File: src/rtl/trace_pkg.sv
package trace_pkg;
  localparam int STAT_W = 4;

  typedef struct packed {
    logic       cont;
    logic       branch;
    logic       marker;
    logic [2:0] bytes;
    logic       rsv;
    logic       held;
    logic [3:0] held_vec;
  } stat_info_t;
endpackage

File: src/rtl/trace_stat_decode.sv
module trace_stat_decode
  import trace_pkg::*;
(
  input  logic [STAT_W-1:0] status_i,
  output stat_info_t        info_o
);
  always_comb begin
    info_o = '0;
    unique casez (status_i)
      4'b0000: info_o.cont = 1'b1;
      4'b0101: info_o.branch = 1'b1;
      4'b0010,
      4'b0110: info_o.rsv = 1'b1;
      4'b10??: begin
        info_o.marker = 1'b1;
        info_o.bytes  = {1'b0, status_i[1:0]} + 3'd1;
      end
      4'b11??: begin
        info_o.held = 1'b1;
        info_o.held_vec[status_i[1:0]] = 1'b1;
      end
      default: ;
    endcase
  end
endmodule

File: src/rtl/trace_level_track.sv
module trace_level_track
  import trace_pkg::*;
(
  input  logic       clk_i,
  input  logic       rst_ni,
  input  stat_info_t info_i,
  output logic [3:0] held_o,
  output logic       rsv_err_o
);
  always_ff @(posedge clk_i or negedge rst_ni) begin
    if (!rst_ni) begin
      held_o    <= '0;
      rsv_err_o <= 1'b0;
    end else begin
      held_o    <= info_i.held_vec;
      rsv_err_o <= info_i.rsv;
    end
  end
endmodule

File: src/rtl/trace_nib_collect.sv
module trace_nib_collect
  import trace_pkg::*;
#(
  parameter int ADDR_W = 32,
  parameter int NIB_W  = 4
) (
  input  logic              clk_i,
  input  logic              rst_ni,
  input  stat_info_t        info_i,
  input  logic [NIB_W-1:0]  ddata_i,
  output logic [ADDR_W-1:0] addr_o,
  output logic              valid_o,
  output logic [2:0]        bytes_o,
  output logic              branch_o,
  output logic              abort_o
);
  localparam int MAX_NIB = ADDR_W / NIB_W;
  localparam int IDX_W   = (MAX_NIB > 1) ? $clog2(MAX_NIB) : 1;
  localparam int NPB     = 8 / NIB_W;

  logic              busy_q, pend_q, tag_q;
  logic [IDX_W-1:0]  idx_q, last_q, last_d;
  logic [2:0]        cnt_q;
  logic [ADDR_W-1:0] shreg_q, shreg_nx;

  // index of the final nibble for the announced byte count
  always_comb begin
    int total;
    total  = int'(info_i.bytes) * NPB;
    if (total > MAX_NIB) total = MAX_NIB;
    last_d = IDX_W'(total - 1);
  end

  always_comb begin
    shreg_nx = shreg_q;
    shreg_nx[idx_q*NIB_W +: NIB_W] = ddata_i;
  end

  always_ff @(posedge clk_i or negedge rst_ni) begin
    if (!rst_ni) begin
      busy_q   <= 1'b0;
      pend_q   <= 1'b0;
      tag_q    <= 1'b0;
      idx_q    <= '0;
      last_q   <= '0;
      cnt_q    <= '0;
      shreg_q  <= '0;
      addr_o   <= '0;
      valid_o  <= 1'b0;
      bytes_o  <= '0;
      branch_o <= 1'b0;
      abort_o  <= 1'b0;
    end else begin
      valid_o <= 1'b0;
      abort_o <= 1'b0;
      // branch code arms the tag; only "continue" keeps it
      if (info_i.branch)     pend_q <= 1'b1;
      else if (!info_i.cont) pend_q <= 1'b0;

      if (!busy_q) begin
        if (info_i.marker) begin
          busy_q  <= 1'b1;
          idx_q   <= '0;
          last_q  <= last_d;
          shreg_q <= '0;
          tag_q   <= pend_q;
          cnt_q   <= info_i.bytes;
        end
      end else if (info_i.held) begin
        busy_q  <= 1'b0;
        abort_o <= 1'b1;
      end else begin
        shreg_q <= shreg_nx;
        if (idx_q == last_q) begin
          busy_q   <= 1'b0;
          addr_o   <= shreg_nx;
          valid_o  <= 1'b1;
          bytes_o  <= cnt_q;
          branch_o <= tag_q;
        end else begin
          idx_q <= idx_q + 1'b1;
        end
      end
    end
  end
endmodule

File: src/rtl/trace_tgt_decoder.sv
module trace_tgt_decoder
  import trace_pkg::*;
#(
  parameter int ADDR_W = 32,
  parameter int NIB_W  = 4
) (
  input  logic              clk_i,
  input  logic              rst_ni,
  input  logic [3:0]        status_i,
  input  logic [NIB_W-1:0]  ddata_i,
  output logic [ADDR_W-1:0] addr_o,
  output logic              addr_valid_o,
  output logic [2:0]        byte_cnt_o,
  output logic              is_branch_o,
  output logic              abort_o,
  output logic              rsv_err_o,
  output logic              held_exc_o,
  output logic              held_dbg_o,
  output logic              held_stop_o,
  output logic              held_halt_o
);
  stat_info_t info;
  logic [3:0] held;

  trace_stat_decode u_dec (
    .status_i (status_i),
    .info_o   (info)
  );

  trace_level_track u_lvl (
    .clk_i     (clk_i),
    .rst_ni    (rst_ni),
    .info_i    (info),
    .held_o    (held),
    .rsv_err_o (rsv_err_o)
  );

  trace_nib_collect #(.ADDR_W(ADDR_W), .NIB_W(NIB_W)) u_col (
    .clk_i    (clk_i),
    .rst_ni   (rst_ni),
    .info_i   (info),
    .ddata_i  (ddata_i),
    .addr_o   (addr_o),
    .valid_o  (addr_valid_o),
    .bytes_o  (byte_cnt_o),
    .branch_o (is_branch_o),
    .abort_o  (abort_o)
  );

  assign held_exc_o  = held[0];
  assign held_dbg_o  = held[1];
  assign held_stop_o = held[2];
  assign held_halt_o = held[3];
endmodule

File: config.mk
export PLATFORM = sky130hd
export DESIGN_NAME = trace_tgt_decoder
export DESIGN_NICKNAME = d
export VERILOG_FILES = /design/src/rtl/trace_pkg.sv /design/src/rtl/trace_stat_decode.sv /design/src/rtl/trace_level_track.sv /design/src/rtl/trace_nib_collect.sv /design/src/rtl/trace_tgt_decoder.sv
export SDC_FILE = /design/constraint.sdc
export NUM_CORES = 1
export LEC_CHECK = 0
export BUFFER_PORTS_ARGS = -buffer_cell sky130_fd_sc_hd__buf_2
export CORE_UTILIZATION = 57
export DETAILED_ROUTE_END_ITERATION = 8
export GPL_ROUTABILITY_DRIVEN = 0
export PLACE_DENSITY = 0.83
export SLEW_MARGIN = 10
export SYNTH_ARGS = -nofsm -noshare
export SYNTH_HDL_FRONTEND = slang
export SYNTH_SLANG_ARGS = --single-unit
File: constraint.sdc
create_clock -name clk_i -period 3 [get_ports clk_i]
set_clock_uncertainty 0.1 [all_clocks]
set_input_delay 0.6 -clock clk_i [delete_from_list [all_inputs] [get_ports clk_i]]
set_output_delay 0.6 -clock clk_i [all_outputs]
set_load 0.1 [all_outputs]
==> results.ini <==
[run_status]
status = complete, no violations

[final_layout]
layout-drive-gt1-share_pct = 22.8
nFillCells = 544
n_antenna_cell = 0
final_net_count = 428
fin_cells = 508
final_util_pct = 66.7
syn_to_final_growth_pct = 13.5

[setup_path]
crit_type = reg2reg
required_ns = 3.15
cp_max_fo = 10
arrival_ns = 2.55
worstSetupStartpointType = flip-flop
critical_path.slowest_cell = dfrtp_1
crit_chain = inv_1 > ha_1 > nand2b_1 > nor4_4 > o21ai_1 > a22o_1
critPathMaxStageDelay_ns = 0.59
ff2ff_setup_slack_ns = 0.60
crit_path_end_kind = flip-flop

[clock_network]
cts_tree = built
clk_latency_ns = 0.36
ctsLongestPathBuffers = 2
numCtsBuffers = 9
cts_resized = 0
ctsHoldBuffers = 0
cts-root-buf = clkbuf_8
clk_pin_slew_ns = 0.09
post-cts-setup-buffers = 0
clock_sinks = 87
htreeDepth = 3

[pwr]
leakage_nw = 2.19
ir_drop_mv = 0.596
p_sw_mw = 2.13
p_comb_share_pct = 46.7
p_clk_share_pct = 20.1
power.internal_mw = 2.33
pwr-share-seq_pct = 33.2
powerDensity_mw_per_mm2 = 984
p_total_mw = 4.46
power.switching_fraction_pct = 47.8

[synthesis]
ys_seq_area_share_pct = 54.5
synthArstFlopShare_pct = 100
synth_edf_count = 0
syn_area_mm2 = 0.00399
synth_cell_types = 45
synth-seq-cells = 87
syn_avg_cell_area_um2 = 11.1
syn_nets = 380
syn_inst = 359
yosysWarningCount = 0
synthFlopType = dfrtp_1

[route]
routed_wl_um = 8040
antenna_left = 0
drcViolationCount = 0
viasPerCell = 5.73
drtIter0Drc = 159
wire_per_inst_um = 15.8
drt_pre_antenna_iters = 4
route.vias.total = 2910

[floorplanning]
die-area_mm2 = 0.00734
num_rows = 30
dieHeight_um = 85.7
start_util_pct = 58.7
core_mm2 = 0.00679
io_pins = 53
die_w_um = 85.7

[timing]
rsz0062_at_grt = no
fmax_mhz = 417
relSlewSlack_pct = 30.4
holdWs_ns = 0.318
maxSlewViolCount = 0
worst_pin_slew_ns = 1.04
fin_setup_tns_ns = 0
fin_crit_sh_pct = 79.9
hold_violations = 0
post-route-min-period_ns = 2.40
finalSetupViolations = 0

[global_route]
grt_pass1_wl_um = 13800
grt_max_degree = 88
grt_pass1_vias = 2865
gr-total-overflow = 0
antenna_found_initial = 0
grtUsageTotal_pct = 24.3

[worst_hold_path]
min_path_type = in2async

[placement]
portBuffers = 52
place_hpwl_um = 5430
dp_cells = 492

[job]
maxCapViolations = 0

==> metal layers <==
layer / wire length, um / vias up / GRT usage (%) / share of wire (%)
li1: - / 1387 / - / -
met1: 3770 / 1451 / 32.9 / 47
met2: 3890 / 58 / 38.8 / 48
met3: 224 / 14 / 4.04 / 2.8
met4: 155 / 0 / 11.1 / 1.9
met5: 0 / - / 0 / 0
==> kinds of logic after synthesis <==
group | count (synthesis) | share of synthesized area, %
adders and majority gates | 11 | 3.45
buffers and inverters | 28 | 3.39
AOI/OAI and AO/OA | 98 | 18.8
and+or+nand+nor | 112 | 14.0
xor gates and xnor gates | 4 | 0.878
DFF | 87 | 54.5
muxes | 19 | 4.92
==> layout by cell type, fill, tap and decap left out, drive strengths merged, types with 10 or more instances in the layout <==
master / n
dfrtp: 87
nand2: 64
buf: 58
o21ai: 38
a22oi: 18
a32o: 14
mux2i: 14
a22o: 12
ha: 11
and3: 10
nor2: 10
==> power by group through the flow <==
stage / registers (mW) / clock network, mW / logic, mW
floorplan: 2.20 / 0 / 1.01
global placement: 1.49 / 0 / 2.03
detailed placement: 1.50 / 0 / 2.07
CTS: 1.48 / 0.908 / 2.08
global route: 1.50 / 0.953 / 2.23
finish: 1.48 / 0.898 / 2.08
==> cell type report <==
cell class                      count  area, um^2  area share (%)
Sequential cell                    87        2180            48.1
Timing Repair Buffer               58         308            6.80
Clock buffer                        9         124            2.73
Tap cell                           96         120            2.65
Inverter                            7        26.3           0.580
Clock inverter                      7        95.1            2.10
Multi-Input combinational cell    244        1680            37.1
==> registers in the layout, indices dropped and copies added, names as in the netlist <==
register         cells
u_lvl.rsv_err_o      1
u_col.idx_q          3
u_lvl.held_o         4
u_col.shreg_q       32
u_col.addr_o        32
u_col.busy_q         1
u_col.pend_q         1
u_col.tag_q          1
u_col.last_q         3
u_col.abort_o        1
u_col.bytes_o        3
u_col.cnt_q          3
u_col.valid_o        1
u_col.branch_o       1
==> worst max-delay path, delay by kind of cell, from the launching register on <==
| family | cells | cell delay, ns |
|---|---|---|
| adders and majority gates | 1 | 0.48 |
| DFF | 1 | 0.59 |
| AOI/OAI and AO/OA | 2 | 0.45 |
| buffers and inverters | 1 | 0.13 |
| and+or+nand+nor | 2 | 0.55 |
==> through the flow <==
step / cell area, um^2 / worst slack (ns)
floorplan: 3990 / 0.781
global placement: 4310 / 0.780
detailed placement: 4310 / 0.603
CTS: 4530 / 0.590
global route: 4530 / 0.431
finish: 4530 / 0.602
==> Yosys cell counts (all sizes together), types with 2 or more instances <==
library cell,instances,share of area [%]
inv,7,0.66
and3,10,1.6
nor3,3,0.78
ha,11,3.4
nand3,6,0.75
o311ai,3,1.5
nor2,10,1.1
mux2,5,1.4
mux2i,14,3.5
and2,5,0.78
o2bb2ai,6,1.3
or3b,2,0.50
a22oi,18,3.4
a22o,12,2.6
nor2b,5,0.78
buf,10,1.7
a21bo,2,0.50
a32o,14,3.5
clkbuf,11,1.1
dfrtp,87,55
nand2,64,6.0
xnor2,3,0.66
o21ai,38,4.9
nand2b,2,0.31
==> worst paths after layout <==
check                                      from                 to  depth (start not counted)
worst max-delay path             u_col.idx_q[2]  u_col.shreg_q[18]                          6
worst min-delay path                     rst_ni   u_col.addr_o[31]                          1
worst max register to register   u_col.idx_q[2]  u_col.shreg_q[18]                          6
worst min register to register  u_col.addr_o[8]    u_col.addr_o[8]                          2
max in group asynchronous                rst_ni   u_col.shreg_q[8]                          1
min in group clk_i              u_col.addr_o[8]    u_col.addr_o[8]                          2
Power figures use the tool's default switching activity.
